===== config.mk =====
export PLATFORM = sky130hd
export DESIGN_NAME = spi_slave_engine
export DESIGN_NICKNAME = d
export VERILOG_FILES = /design/src/rtl/spi_slave_pkg.sv /design/src/rtl/spi_sync.sv /design/src/rtl/spi_rx_path.sv /design/src/rtl/spi_tx_path.sv /design/src/rtl/spi_slave_engine.sv
export SDC_FILE = /design/constraint.sdc
export NUM_CORES = 1
export LEC_CHECK = 0
export BUFFER_PORTS_ARGS = -buffer_cell sky130_fd_sc_hd__buf_2
export CAP_MARGIN = 0
export CORE_MARGIN = 2
export CORE_UTILIZATION = 35
export DETAILED_ROUTE_END_ITERATION = 7
export PLACE_DENSITY = 0.63
export SLEW_MARGIN = 20
export SYNTH_ARGS = -nofsm -noshare
export SYNTH_HDL_FRONTEND = slang
export SYNTH_SLANG_ARGS = --single-unit

===== constraint.sdc =====
create_clock -name clk_i -period 8 [get_ports clk_i]
set_input_delay 1.2 -clock clk_i [delete_from_list [all_inputs] [get_ports clk_i]]
set_output_delay 1.2 -clock clk_i [all_outputs]
set_load 0.02 [all_outputs]

===== src/rtl/spi_slave_pkg.sv =====
package spi_slave_pkg;
  parameter int unsigned SPI_MAX_W_DEF = 128;
  parameter int unsigned SPI_SYNC_DEF  = 2;

  typedef struct packed {
    logic clr;
    logic start;
    logic cap;
    logic lau;
  } spi_evt_t;
endpackage


===== src/rtl/spi_sync.sv =====
module spi_sync #(
  parameter int unsigned STAGES  = 2,
  parameter int unsigned W       = 1,
  parameter logic [W-1:0] RST_VAL = '0
) (
  input  logic         clk_i,
  input  logic         rst_ni,
  input  logic [W-1:0] d_i,
  output logic [W-1:0] q_o
);
  logic [STAGES-1:0][W-1:0] chain_q;

  always_ff @(posedge clk_i or negedge rst_ni) begin
    if (!rst_ni) chain_q <= {STAGES{RST_VAL}};
    else         chain_q <= {chain_q[STAGES-2:0], d_i};
  end

  assign q_o = chain_q[STAGES-1];
endmodule


===== src/rtl/spi_rx_path.sv =====
module spi_rx_path #(
  parameter int unsigned MAX_W = 128,
  parameter int unsigned CNT_W = $clog2(MAX_W)
) (
  input  logic             clk_i,
  input  logic             rst_ni,
  input  logic             clr_i,
  input  logic             cap_i,
  input  logic             bit_i,
  input  logic [CNT_W-1:0] len_i,
  output logic [MAX_W-1:0] word_o,
  output logic             valid_o
);
  localparam logic [CNT_W-1:0] LAST = CNT_W'(MAX_W - 1);

  logic [MAX_W-2:0] sh_q;
  logic [CNT_W-1:0] cnt_q;
  logic [MAX_W-1:0] nxt, mask;

  assign nxt  = {sh_q, bit_i};
  assign mask = {MAX_W{1'b1}} >> (LAST - len_i);

  always_ff @(posedge clk_i or negedge rst_ni) begin
    if (!rst_ni) begin
      sh_q    <= '0;
      cnt_q   <= '0;
      word_o  <= '0;
      valid_o <= 1'b0;
    end else begin
      valid_o <= 1'b0;
      if (clr_i) begin
        cnt_q <= '0;
      end else if (cap_i) begin
        sh_q <= nxt[MAX_W-2:0];
        if (cnt_q == len_i) begin
          cnt_q   <= '0;
          word_o  <= nxt & mask;
          valid_o <= 1'b1;
        end else begin
          cnt_q <= cnt_q + 1'b1;
        end
      end
    end
  end
endmodule


===== src/rtl/spi_tx_path.sv =====
module spi_tx_path #(
  parameter int unsigned MAX_W = 128,
  parameter int unsigned CNT_W = $clog2(MAX_W)
) (
  input  logic             clk_i,
  input  logic             rst_ni,
  input  logic             clr_i,
  input  logic             start_i,
  input  logic             lau_i,
  input  logic             cpha_i,
  input  logic [CNT_W-1:0] len_i,
  input  logic [MAX_W-1:0] data_i,
  output logic             bit_o,
  output logic             load_o
);
  logic [MAX_W-1:0] sh_q;
  logic [CNT_W-1:0] idx_q;
  logic             armed_q;

  always_ff @(posedge clk_i or negedge rst_ni) begin
    if (!rst_ni) begin
      sh_q    <= '0;
      idx_q   <= '0;
      armed_q <= 1'b0;
      load_o  <= 1'b0;
    end else begin
      load_o <= 1'b0;
      if (clr_i) begin
        idx_q   <= '0;
        armed_q <= 1'b0;
      end else if (start_i) begin
        idx_q <= len_i;
        if (cpha_i) begin
          armed_q <= 1'b1;       // phase 1: load on first launch edge
        end else begin
          sh_q    <= data_i;
          load_o  <= 1'b1;
          armed_q <= 1'b0;
        end
      end else if (lau_i) begin
        if (armed_q) begin
          sh_q    <= data_i;
          idx_q   <= len_i;
          load_o  <= 1'b1;
          armed_q <= 1'b0;
        end else if (idx_q != '0) begin
          idx_q <= idx_q - 1'b1;
        end else if (cpha_i) begin
          sh_q   <= data_i;      // continuous burst: next word
          idx_q  <= len_i;
          load_o <= 1'b1;
        end
      end
    end
  end

  assign bit_o = armed_q ? 1'b0 : sh_q[idx_q];
endmodule


===== src/rtl/spi_slave_engine.sv =====
module spi_slave_engine #(
  parameter int unsigned MAX_W       = spi_slave_pkg::SPI_MAX_W_DEF,
  parameter int unsigned SYNC_STAGES = spi_slave_pkg::SPI_SYNC_DEF,
  parameter int unsigned CNT_W       = $clog2(MAX_W)
) (
  input  logic             clk_i,
  input  logic             rst_ni,
  input  logic             enable_i,
  input  logic             cpha_i,
  input  logic             tx_pol_i,
  input  logic             rx_pol_i,
  input  logic             ss_pol_i,
  input  logic [CNT_W-1:0] rx_len_i,
  input  logic [CNT_W-1:0] tx_len_i,
  input  logic             sck_i,
  input  logic             mosi_i,
  input  logic             ss_i,
  input  logic             tx_trig_i,
  input  logic [MAX_W-1:0] tx_data_i,
  output logic             tx_load_o,
  output logic [MAX_W-1:0] rx_data_o,
  output logic             rx_valid_o,
  output logic             miso_o,
  output logic             miso_oe_o
);
  import spi_slave_pkg::*;

  localparam int unsigned PINS = 3;

  logic [PINS-1:0] pins_raw, pins_syn;
  logic            sck_s, mosi_s, ss_s;
  logic            sck_q, sel_q, sel;
  logic            sck_rise, sck_fall;
  logic            tx_bit;
  spi_evt_t        evt;

  assign pins_raw = {ss_i, mosi_i, sck_i};

  spi_sync #(
    .STAGES (SYNC_STAGES),
    .W      (PINS),
    .RST_VAL(3'b000)
  ) u_sync (
    .clk_i (clk_i),
    .rst_ni(rst_ni),
    .d_i   (pins_raw),
    .q_o   (pins_syn)
  );

  assign sck_s  = pins_syn[0];
  assign mosi_s = pins_syn[1];
  assign ss_s   = pins_syn[2];

  always_ff @(posedge clk_i or negedge rst_ni) begin
    if (!rst_ni) begin
      sck_q <= 1'b0;
      sel_q <= 1'b0;
    end else begin
      sck_q <= sck_s;
      sel_q <= sel;
    end
  end

  assign sel      = enable_i & (ss_s == ss_pol_i);
  assign sck_rise = sck_s & ~sck_q;
  assign sck_fall = ~sck_s & sck_q;

  assign evt.clr   = ~sel;
  assign evt.start = sel & ~sel_q;
  assign evt.cap   = sel & (rx_pol_i ? sck_fall : sck_rise);
  assign evt.lau   = sel & (tx_pol_i ? sck_rise : sck_fall);

  spi_rx_path #(.MAX_W(MAX_W), .CNT_W(CNT_W)) u_rx (
    .clk_i  (clk_i),
    .rst_ni (rst_ni),
    .clr_i  (evt.clr),
    .cap_i  (evt.cap),
    .bit_i  (mosi_s),
    .len_i  (rx_len_i),
    .word_o (rx_data_o),
    .valid_o(rx_valid_o)
  );

  spi_tx_path #(.MAX_W(MAX_W), .CNT_W(CNT_W)) u_tx (
    .clk_i  (clk_i),
    .rst_ni (rst_ni),
    .clr_i  (evt.clr),
    .start_i(evt.start),
    .lau_i  (evt.lau),
    .cpha_i (cpha_i),
    .len_i  (tx_len_i),
    .data_i (tx_data_i),
    .bit_o  (tx_bit),
    .load_o (tx_load_o)
  );

  assign miso_oe_o = tx_trig_i & sel;
  assign miso_o    = miso_oe_o & tx_bit;
endmodule


Word-level counts from Yosys, hierarchy flattened
Cells that the tools add are included.
Storage, ports and cells
  register bits: 408
  input bits: 153
  word-level logic and storage cells: 76
Cells by class
  $add $sub $neg: 3
  order comparisons: 1
  equality and inequality tests: 7
  shift-type cells: 1
  multiplexer cells: 33
  bitwise operators: 12
  reduce and logical (&&, ||, !) cells: 7
Operator list (number)
  128-bit two-way mux: 6
  128-bit AND: 1
  128-bit by 7-bit >> shifter with 128-bit output, first input constant: 1
  7-bit two-way mux: 9
  1-bit two-way mux: 17
  1-bit AND: 8
  7-bit by 8-bit less-than comparator with 1-bit output, second input constant: 1
  7-bit by 1-bit adder with 7-bit output, second input constant: 1
  1-bit binary-select mux with 7-bit select: 1
  7-bit equality test: 1
  7-bit nonzero test: 1
  7-bit by 1-bit subtractor with 7-bit output, second input constant: 1
  7-bit subtractor, first input constant: 1
  3-bit by 1-bit != test with 1-bit output, second input constant: 2
  5-bit by 2-bit != test with 1-bit output, second input constant: 1
  5-bit AND reduction: 1
  2-bit AND reduction: 2
  1-bit NOT: 3
  3-bit AND reduction: 1
  3-bit nonzero test: 1
  2-bit by 1-bit != test with 1-bit output, second input constant: 1
  2-bit != test, second input constant: 1
  2-bit nonzero test: 1
  1-bit equality test: 1

Longest topological paths before layout
Gate-level depths: netlist of run 1.
  word-level depth: 7
  gate-level depth with buffers: 12

Cells and area by module
From an unflattened synthesis of run 1, not the netlist that was laid out.
Second synthesis, totals
  cells, all modules: 1460
  area, all modules: 17875.9 µm²
Modules (own cells, without submodules)
  spi_rx_path: instances 1, cells each 982, area an instance 11033.1 µm²
  spi_tx_path: instances 1, cells each 453, area an instance 6523.8 µm²
  spi_sync: instances 1, cells each 9, area an instance 172.7 µm²
  spi_slave_engine: instances 1, cells each 16, area an instance 146.4 µm²

Worst setup path before layout of run 1
OpenSTA, ideal clock, no wires.
  kind: input to output
  start: in ss_pol_i
  end: out miso_o
  arrival time: 2.344 ns
  data required time: 6.800 ns
  slack: 4.456 ns
  cell stages on the path: 4
  cells stage by stage: xnor2_1 > and3_1 > nand2b_1 > a221oi_1
Between the ends
  cells in the longest elaborated chain, start to end: 4
RTL lines
  from (decl): line spi_slave_engine.sv:12  | input logic ss_pol_i,
  1-bit equality test: line spi_slave_engine.sv:64  | assign sel = enable_i & (ss_s == ss_pol_i);
  1-bit AND: line spi_slave_engine.sv:64
  1-bit AND: line spi_slave_engine.sv:97  | assign miso_oe_o = tx_trig_i & sel;
  net miso_oe_o: line spi_slave_engine.sv:24  | output logic miso_oe_o
  1-bit AND: line spi_slave_engine.sv:98  | assign miso_o = miso_oe_o & tx_bit;
  to (decl): line spi_slave_engine.sv:23  | output logic miso_o,
The timed path passes the listed nets, and every way through them passes these cells.

Final worst setup path of run 1
  start: reg u_tx.idx_q[0]
  end: out miso_o
Between the ends
  cells in the longest elaborated chain, start to end: 4
RTL lines
  from (decl): line spi_tx_path.sv:17  | logic [CNT_W-1:0] idx_q;
  from (signal assigned): line spi_tx_path.sv:32  | idx_q <= len_i;
  from (signal assigned): line spi_tx_path.sv:43  | idx_q <= len_i;
  from (signal assigned): line spi_tx_path.sv:47  | idx_q <= idx_q - 1'b1;
  1-bit binary-select mux with 7-bit select: line spi_tx_path.sv:57  | assign bit_o = armed_q ? 1'b0 : sh_q[idx_q];
  1-bit two-way mux (not written as such): line spi_tx_path.sv:57
  1-bit two-way mux: line spi_tx_path.sv:57
  1-bit AND: line spi_slave_engine.sv:98
No other way between the ends. The select of a mux whose other input is x is not followed.

==> flow_metrics.env, run 1 <==
export IMPL_outcome="finished, final reports clean"
export IMPL_syn_to_final_growth_pct=19.76
export IMPL_synthTopCellsByArea="dfrtp_1 (58%), nand2_1 (12%), mux2_1 (6.7%)"
export IMPL_grt_total_usage_pct=19.69
export IMPL_placementRows=82
export IMPL_routed_wl_um=51610
export IMPL_die_area_um2=52280
export IMPL_fmaxAchievable_ghz=0.2036
export IMPL_ys_seq_elements=408
export IMPL_synth_seq_area_share_pct=57.80
export IMPL_p_per_area_nw_per_um2=245.8
export IMPL_ys_warn_count=0
export IMPL_postCtsSetupRepairBufs=0
export IMPL_synth_ff_type="dfrtp_1"
export IMPL_avgSynthCellArea_um2=10.36
export IMPL_cp_slowest_cell="mux4_1"
export IMPL_drt_initial_drc_count=1108
export IMPL_fill_cells=4827
export IMPL_clk_latency_ps=600
export IMPL_grt_pass1_vias=13593
export IMPL_grt_max_degree=167
export IMPL_cts_buffers=46
export IMPL_initial_core_util_pct=35.35
export IMPL_core_area_um2=49970
export IMPL_syn_nets=1861
export IMPL_dp_hpwl_um=34930
export IMPL_power_mw=5.200
export IMPL_cts_sinks=408
export IMPL_cts_tree="done"
export IMPL_chipWidth_um=228.6
export IMPL_synthCells=1705
export IMPL_slew_limit_headroom_pct=20.10
export IMPL_htreeDepth=2
export IMPL_netlist_area_um2=17660
export IMPL_drcViolationCount=0
export IMPL_path_clk_slew_ps=60
export IMPL_seq_area_um2=10210
export IMPL_firstDrtPassIters=5
export IMPL_tns_ps=0
export IMPL_multi_input_area_um2=6909
export IMPL_drv_cap=0
export IMPL_rsz0062_at_grt="false"
export IMPL_fin_crit_sh_pct=61.39
export IMPL_async_reset_ff_share_pct=100.0
export IMPL_holdBufCountCts=0
export IMPL_post_cts_resize_count=0
export IMPL_cp_arrival_ps=3710
export IMPL_r2r_start="u_tx.idx_q[1]"
export IMPL_synth_top_area_share_pct=57.80
export IMPL_ir_worst_vdd_mv=0.1458
export IMPL_synth_edf_count=0
export IMPL_avgViaCountPerCell=5.102
export IMPL_hold_slack_ps=345.3
export IMPL_antenna_found_initial=2
export IMPL_slowest_delay_ps=640
export IMPL_die_h_um=228.6
export IMPL_leakage_nw=10.30
export IMPL_drive_above_1_share_pct=21.96
export IMPL_cp_startpoint="u_tx.idx_q[0]"
export IMPL_tightest_slew_ps=1194
export IMPL_gp_congestion=0.8746
export IMPL_endpoint_kind="output port"
export IMPL_finalSetupViolCount=0
export IMPL_critPathLaunchType="register"
export IMPL_cts_root_buf="clkbuf_16"
export IMPL_io_pins=285
export IMPL_wire_per_inst_um=19.55
export IMPL_path_max_fanout=37
export IMPL_clock_path_buffers=3
export IMPL_final_max_slew_viol_count=0
export IMPL_critPathKind="reg -> out"
export IMPL_grt_pass1_wl_um=80130
export IMPL_min_delay_start="u_sync.chain_q[0]"
export IMPL_fin_nets=2090
export IMPL_crit_required_ps=6800
export IMPL_numPortBuffers=284
export IMPL_yosysTopAreaCell="dfrtp_1"
export IMPL_fin_crit_ps=4911
export IMPL_fin_util_pct=42.33
export IMPL_vias=13468
export IMPL_crit_chain="buf_4 > mux4_1 > mux4_2 > and2_4 > a2111oi_4 > a221oi_1 > buf_2"
export IMPL_antenna_left=0
export IMPL_min_delay_path_class="reg -> reg"
export IMPL_hold_viol_final=0
export IMPL_gr_total_overflow=0
export IMPL_fin_skew_ps=49.87
export IMPL_synth_cell_types=57
-- synth_stat cells (8+ instances only) --
cell and number:
mux2_2 28, nand3_1 35, o211ai_1 28, mux4_2 19
clkbuf_1 80, mux2i_1 18, inv_1 15, o21ai_0 176
buf_2 27, nand2_1 557, a21oi_1 14, nor2_1 34
dfrtp_1 408, and3_1 9, mux2_1 105, xor2_1 8
o22ai_1 10, nand2b_1 10, nor2b_1 10, o311ai_0 11
a31oi_1 10
-- critical path, delay by kind of cell (launching register included) --
family	cells	cell delay (ps)
mux	2	1160
buf+inv	2	760
simple gates	1	190
compound gates	2	400
flops	1	570
-- sequential cells by signal (all words and copies together), names as in the netlist --
signal and cells:
u_tx.idx_q 7, sck_q 1, u_tx.armed_q 1, u_sync.q_o 3, u_rx.cnt_q 7, sel_q 1
u_rx.word_o 128, u_rx.valid_o 1, u_rx.sh_q 127, u_sync.chain_q 3, u_tx.sh_q 128, u_tx.load_o 1
-- stage by stage --
step / area (µm²) / cells / worst slack (ps)
after global routing: 21150 / 2639 / 2941
after detailed placement: 19570 / 2558 / 3699
after CTS: 21140 / 2639 / 3054
after floorplan: 17660 / 1705 / 4456
final: 21150 / 2640 / 3089
after global placement: 19570 / 2558 / 3680
-- routing by layer --
layer	GRT usage [%]	up-vias	wire length, µm
li1	-	6235	-
met1	26.86	6650	22020
met2	30.86	491	23650
met3	4.503	92	4311
met4	6.944	0	1631
met5	0	-	0
-- power by group --
part	switching (mW)	internal [mW]	total [mW]
registers	0.123	2.27	2.39
logic	0.322	0.297	0.619
clock network	0.879	1.31	2.19
-- cells by family (layout without fill, tap and decap cells) --
group | after synthesis | count (layout) | share of synthesized area (%)
other cells | 0 | 1 | 0
compound gates | 292 | 292 | 9.896
mux | 176 | 176 | 12.81
simple gates | 682 | 682 | 15.59
flops | 408 | 408 | 57.80
fa+ha+maj | 3 | 3 | 0.2125
buf+inv | 134 | 396 | 3.188
xor+xnor | 10 | 10 | 0.4959
-- cells in the final DEF, fill, tap and decap left out, types with 9 or more instances in the layout --
cell         n
nand2_1    557
dfrtp_1    407
buf_2      283
o21ai_0    176
mux2_1     105
clkbuf_16   46
nand3_1     35
nor2_1      34
mux2_2      28
o211ai_1    28
mux4_2      19
mux2i_1     18
inv_1       15
a21oi_1     14
o311ai_0    11
buf_4       11
nand2b_1    10
o22ai_1     10
nor2b_1     10
a31oi_1     10
and3_1       9
-- area by class of cell --
class,count,area share [%]
sequential,408,48.27
tap,672,3.975
timing repair buffer,298,7.358
clock inverter,22,1.461
clock buffer,59,5.956
inverter,17,0.3017
antenna,1,0.01183
multi-input combinational,1163,32.66
-- final timing paths --
path | endpoint | slack, ps | cells after the start
max in group asynchronous | u_rx.word_o[101] | 5920 | 2
hold reg to reg | u_sync.q_o[0] | 350 | 0
setup / recovery | miso_o | 3090 | 7
hold / removal | u_sync.q_o[0] | 350 | 0
setup reg to reg | u_tx.sh_q[25] | 4150 | 10
min in group asynchronous | u_tx.sh_q[120] | 630 | 1
(Power assumes the default switching activity.)
==> run 2, diff against run 1 <==
--- a/config.mk
+++ b/config.mk
@@ -5,12 +5,13 @@
 export SDC_FILE = /design/constraint.sdc
 export NUM_CORES = 1
 export LEC_CHECK = 0
+export ABC_AREA = 1
 export BUFFER_PORTS_ARGS = -buffer_cell sky130_fd_sc_hd__buf_2
 export CAP_MARGIN = 0
 export CORE_MARGIN = 2
 export CORE_UTILIZATION = 35
 export DETAILED_ROUTE_END_ITERATION = 7
-export PLACE_DENSITY = 0.63
+export PLACE_DENSITY = 0.65
 export SLEW_MARGIN = 20
 export SYNTH_ARGS = -nofsm -noshare
 export SYNTH_HDL_FRONTEND = slang
==> constraint.sdc (replaced) <==
create_clock -name clk_i -period 3.95 [get_ports clk_i]
set_input_delay 0.5925 -clock clk_i [delete_from_list [all_inputs] [get_ports clk_i]]
set_output_delay 0.5925 -clock clk_i [all_outputs]
set_load 0.02 [all_outputs]
==> run 2 against run 1 <==
  * The run now ends with negative hold slack left
  * Global-route usage increased by 0.95 points
  * Synthesized cell count increased by 25%
  * Clock skew decreased by 35 ps
  * Critical path type unchanged
  * Critical path depth increased by 3
  * Cell count increased by 16%
  * Routed wire length increased by 6.9%
  * Clock power increased by 100%
  * Die area increased by 1.4%
  * Final area increased by 1.3%
  * First-iteration DRC count increased by 43%
  * Count of clock-buffer cells in the layout increased by 11
  * Largest power group unchanged
==> flow_metrics.env, run 2 <==
export IMPL_outcome="finished with violations"
export IMPL_violations="negative hold slack"
export IMPL_fin_crit_ps=3488
export IMPL_gp_congestion=0.8851
export IMPL_power_mw=12.36
export IMPL_netlist_top_cells_count="nand2_1 (692), dfrtp_1 (408), inv_1 (200)"
export IMPL_core_area_um2=50380
export IMPL_p_sw_share_pct=30.97
export IMPL_syn_to_final_growth_pct=19.58
export IMPL_fill_cells=4950
export IMPL_numPortBuffers=284
export IMPL_chipWidth_um=230.2
export IMPL_avgSynthCellArea_um2=8.438
export IMPL_synth_edf_count=0
export IMPL_netlist_area_um2=17910
export IMPL_final_common_cell="nand2_1"
export IMPL_gr_total_overflow=0
export IMPL_cp_arrival_ps=2900
export IMPL_antenna_left=0
export IMPL_ir_worst_vdd_mv=0.2962
export IMPL_fin_crit_sh_pct=88.32
export IMPL_grt_total_usage_pct=20.64
export IMPL_cts_tree="done"
export IMPL_initial_core_util_pct=35.56
export IMPL_fin_area_um2=21420
export IMPL_crit_required_ps=3360
export IMPL_fin_nets=2513
export IMPL_fmaxAchievable_ghz=0.2867
export IMPL_async_reset_ff_share_pct=100.0
export IMPL_wire_per_inst_um=18.00
export IMPL_synth_top_area_share_pct=56.99
export IMPL_drive_above_1_share_pct=16.88
export IMPL_slew_limit_headroom_pct=43.56
export IMPL_avgViaCountPerCell=4.999
export IMPL_antenna_found_initial=1
export IMPL_leakage_nw=10.62
export IMPL_clock_path_buffers=3
export IMPL_post_cts_resize_count=0
export IMPL_synthCells=2123
export IMPL_path_max_fanout=12
export IMPL_cts_sinks=408
export IMPL_grt_max_degree=127
export IMPL_synth_cell_types=34
export IMPL_holdBufCountCts=0
export IMPL_drv_cap=0
export IMPL_io_pins=285
export IMPL_die_area_um2=53010
export IMPL_seqPwrFrac_pct=45.6
export IMPL_syn_nets=2279
export IMPL_die_h_um=230.2
export IMPL_postPlaceCellArea_um2=19860
export IMPL_p_clk_share_pct=35.4
export IMPL_cts_buffers=46
export IMPL_critPathLaunchType="register"
export IMPL_cts_root_buf="clkbuf_16"
export IMPL_ys_seq_elements=408
export IMPL_critPathKind="reg -> out"
export IMPL_endpoint_kind="output port"
export IMPL_min_delay_path_class="in -> async"
export IMPL_drcViolationCount=0
export IMPL_placementRows=82
export IMPL_rsz0062_at_grt="false"
export IMPL_grt_pass1_wl_um=85840
export IMPL_postCtsSetupRepairBufs=0
export IMPL_ys_warn_count=0
export IMPL_grt_pass1_vias=15111
export IMPL_dp_hpwl_um=39520
export IMPL_p_per_area_nw_per_um2=576.9
export IMPL_p_sw_mw=3.828
export IMPL_hold_slack_ps=-17.86
export IMPL_synth_ff_type="dfrtp_1"
export IMPL_hold_viol_final=9
export IMPL_drt_initial_drc_count=1582
export IMPL_final_max_slew_viol_count=0
export IMPL_synthTopCellsByArea="dfrtp_1 (57%), nand2_1 (14%), o21ai_0 (5.6%)"
export IMPL_synth_most_common_cell="nand2_1"
export IMPL_routed_wl_um=55180
export IMPL_htreeDepth=2
export IMPL_internal_power_mw=8.531
export IMPL_path_clk_slew_ps=60
export IMPL_clk_latency_ps=590
export IMPL_tns_ps=0
export IMPL_finalSetupViolCount=0
export IMPL_firstDrtPassIters=5
export IMPL_yosysTopAreaCell="dfrtp_1"
export IMPL_vias=15326
export IMPL_fin_skew_ps=14.43
export IMPL_pwr_share_comb_pct=19.0
export IMPL_tightest_slew_ps=843.5
export IMPL_layout_common_cells="nand2_1 (692), dfrtp_1 (407), buf_2 (283)"
export IMPL_synth_seq_area_share_pct=56.99
export IMPL_top_regs="u_rx.word_o: 128 flops, u_tx.sh_q: 128 flops, u_rx.sh_q: 127 flops"
-- run 2: through the flow --
step / setup slack, ps / utilization [%] / std cells / hold slack (ps)
after floorplan: 1622 / - / 2123 / 296.9
after global placement: 1057 / 39.43 / 2981 / 334.2
after detailed placement: 1071 / 39.43 / 2981 / 345.7
after CTS: 414.4 / 42.52 / 3065 / 12.62
after global routing: 130.2 / 42.52 / 3065 / 25.53
final: 461.5 / 42.52 / 3066 / -17.86
-- run 2: final timing paths --
kind | from | end | slack (ps) | cells after the start
worst min register to register | u_sync.chain_q[0] | u_sync.q_o[0] | 360 | 0
worst max register to register | u_tx.idx_q[1] | u_tx.sh_q[11] | 1050 | 12
worst min-delay path | rst_ni | u_tx.sh_q[0] | -20 | 1
worst max-delay path | u_tx.idx_q[2] | miso_o | 460 | 10
min in group clk_i | ss_i | u_sync.chain_q[2] | 110 | 1
max in group asynchronous | rst_ni | u_rx.sh_q[35] | 2800 | 2
-- run 2: cell type report --
type	instances	area, µm²	share of cell area (%)
tap	672	840.8	3.925
sequential	408	10210	47.67
antenna	1	2.502	0.01168
clock buffer	70	1381	6.448
clock inverter	14	175.2	0.8177
inverter	211	793.3	3.703
multi-input combinational	1378	6276	29.30
timing repair buffer	312	1742	8.130
-- run 2: power groups by stage --
stage | logic, mW | clock network (mW) | registers (mW)
after global placement | 2.28 | 0 | 5.66
after global routing | 2.68 | 4.63 | 5.73
after floorplan | 1.61 | 0 | 5.54
after detailed placement | 2.34 | 0 | 5.69
final | 2.35 | 4.37 | 5.64
after CTS | 2.36 | 4.48 | 5.63
-- run 2: metal layers --
layer | track usage [%] | part of all wire, % | vias to the layer above
li1 | - | - | 7300
met1 | 27.35 | 43 | 7349
met2 | 33.26 | 46 | 562
met3 | 4.365 | 7.0 | 115
met4 | 7.702 | 3.6 | 0
met5 | 0 | 0 | -
-- run 2: kinds of logic after synthesis --
kind of cell               share of synthesized area [%]
AOI/OAI and AO/OA                                  14.63
DFF                                                56.99
and+or+nand+nor                                    19.24
xor gates and xnor gates                          0.8312
buffers and inverters                              8.095
adders and majority gates                         0.2095
-- run 2: worst max-delay path: stages, from the launching register on --
cell	delay (ps)
dfrtp_1	610
clkinv_1	150
nor2_1	600
a21boi_0	260
nor2_1	70
nand2_1	60
nand2_1	60
nor2_1	90
nor2_1	50
nor2_1	160
buf_2	210
==> run 3, diff against run 2 <==
--- a/config.mk
+++ b/config.mk
@@ -8,7 +8,7 @@
 export ABC_AREA = 1
 export BUFFER_PORTS_ARGS = -buffer_cell sky130_fd_sc_hd__buf_2
 export CAP_MARGIN = 0
-export CORE_MARGIN = 2
+export CORE_MARGIN = 4
 export CORE_UTILIZATION = 35
 export DETAILED_ROUTE_END_ITERATION = 7
 export PLACE_DENSITY = 0.65
==> run 3 against run 2 <==
  * The run now ends clean
  * Sequential share of layout area down 0.24 points
  * Flip-flop and latch count unchanged
  * Maximum frequency down 1.5%
  * Power up 2.2%
  * Cell count down 0.13%
  * Clock power up 7.6%
  * Via count up 0.12%
  * Combinational power down 2%
  * Worst setup slack worse by 54 ps
  * Count of clock-buffer cells in the layout down 18
  * Critical path depth unchanged
  * Critical endpoint unchanged
  * Highest routed layer is now met5
==> flow_metrics.env, run 3 (synthesis results as in run 2) <==
export IMPL_placementRows=82
export IMPL_core_area_um2=50380
export IMPL_min_delay_path_class="in -> async"
export IMPL_ir_worst_vdd_mv=0.3207
export IMPL_fill_cells=4980
export IMPL_p_sw_mw=3.841
export IMPL_p_sw_share_pct=30.40
export IMPL_wire_per_inst_um=18.14
export IMPL_holdBufCountCts=0
export IMPL_path_clk_slew_ps=60
export IMPL_slew_limit_headroom_pct=39.14
export IMPL_cts_tree="done"
export IMPL_crit_required_ps=3360
export IMPL_routed_wl_um=55550
export IMPL_dp_hpwl_um=39440
export IMPL_hold_viol_final=0
export IMPL_syn_to_final_growth_pct=20.18
export IMPL_drcViolationCount=0
export IMPL_initial_core_util_pct=35.56
export IMPL_cp_arrival_ps=2950
export IMPL_die_area_um2=54870
export IMPL_top_regs="u_rx.word_o: 128 flops, u_tx.sh_q: 128 flops, u_rx.sh_q: 127 flops"
export IMPL_fin_skew_ps=70.49
export IMPL_outcome="finished, final reports clean"
export IMPL_seqPwrFrac_pct=44.6
export IMPL_layout_common_cells="nand2_1 (692), dfrtp_1 (407), buf_2 (283)"
export IMPL_grt_pass1_wl_um=86460
export IMPL_numPortBuffers=284
export IMPL_fin_crit_sh_pct=89.68
export IMPL_chipWidth_um=234.2
export IMPL_critPathKind="reg -> out"
export IMPL_gp_congestion=0.8937
export IMPL_cts_sinks=408
export IMPL_cts_buffers=46
export IMPL_grt_total_usage_pct=20.08
export IMPL_final_common_cell="nand2_1"
export IMPL_tns_ps=0
export IMPL_fin_nets=2512
export IMPL_fin_util_pct=42.74
export IMPL_vias=15345
export IMPL_endpoint_kind="output port"
export IMPL_p_clk_share_pct=37.2
export IMPL_drive_above_1_share_pct=17.08
export IMPL_finalSetupViolCount=0
export IMPL_path_max_fanout=97
export IMPL_rsz0062_at_grt="false"
export IMPL_final_max_slew_viol_count=0
export IMPL_io_pins=285
export IMPL_internal_power_mw=8.794
export IMPL_fmaxAchievable_ghz=0.2823
export IMPL_fin_crit_ps=3542
export IMPL_avgViaCountPerCell=5.011
export IMPL_die_h_um=234.2
export IMPL_drt_initial_drc_count=1488
export IMPL_antenna_found_initial=2
export IMPL_postCtsSetupRepairBufs=0
export IMPL_post_cts_resize_count=0
export IMPL_htreeDepth=2
export IMPL_pwr_share_comb_pct=18.3
export IMPL_critPathLaunchType="register"
export IMPL_antenna_left=0
export IMPL_drv_cap=0
export IMPL_leakage_nw=10.66
export IMPL_clock_path_buffers=3
export IMPL_grt_pass1_vias=15367
export IMPL_firstDrtPassIters=6
export IMPL_grt_max_degree=135
export IMPL_clk_latency_ps=620
export IMPL_cts_root_buf="clkbuf_16"
export IMPL_p_per_area_nw_per_um2=586.9
export IMPL_tightest_slew_ps=912.9
export IMPL_gr_total_overflow=0
==> run 3: metal layers <==
metal  part of all wire (%)  wire (µm)  vias to the layer above  global-route usage [%]
met1                     42      23070                     7356                   26.26
met4                    3.5       1925                        2                   6.981
met2                     46      25520                      577                   32.02
met5                  0.018         10                        -                       0
met3                    9.0       5019                      114                   5.843
li1                       -          -                     7296                       -
==> run 3: critical path: stages, from the launching register on <==
cell and delay [ps]:
dfrtp_2 360, buf_4 690, o21ai_0 340, nand3_1 160, nand3_1 90, nand2_1 130
nand3_1 90, nand2_1 80, nand2_1 50, nor2_1 130, buf_2 200
==> run 3: power groups by stage <==
stage / logic, mW / registers, mW / clock network (mW)
6_report: 2.31 / 5.63 / 4.70
5_1_grt: 2.67 / 5.74 / 4.98
4_1_cts: 2.33 / 5.62 / 4.80
3_5_place_dp: 2.30 / 5.69 / 0
3_3_place_gp: 2.25 / 5.66 / 0
2_1_floorplan: 1.61 / 5.54 / 0
==> run 3: stage by stage <==
step                      total power [mW]  hold WS (ps)  std cells  setup WS (ps)  instance area (µm²)
after floorplan                      7.152         296.9       2123           1622                17910
after global placement               7.912         334.5       2980          960.1                19860
after detailed placement             7.993         336.4       2980          918.6                19860
after CTS                            12.75         29.25       3061          363.3                21530
after global routing                 13.39         48.04       3061          88.76                21530
final                                12.63         12.24       3062          407.6                21530
==> run 3: cell type report <==
class                      count  area [µm²]  area share (%)
sequential                   408       10210           47.43
inverter                     211       793.3           3.685
multi-input combinational   1378        6276           29.15
clock inverter                29       457.9           2.127
timing repair buffer         311        1734           8.055
clock buffer                  52        1214           5.637
antenna                        1       2.502         0.01162
tap                          672       840.8           3.905
==> run 3: worst paths after layout <==
check | to | slack (ps) | from | cells after the start
min in group clk_i | u_sync.chain_q[0] | 110 | sck_i | 1
hold / removal | u_tx.sh_q[9] | 10 | rst_ni | 1
setup reg to reg | u_tx.sh_q[55] | 940 | u_tx.idx_q[3] | 11
max in group asynchronous | u_rx.sh_q[31] | 2960 | rst_ni | 2
hold reg to reg | u_sync.q_o[2] | 350 | u_sync.chain_q[2] | 0
setup / recovery | miso_o | 410 | u_tx.idx_q[0] | 10
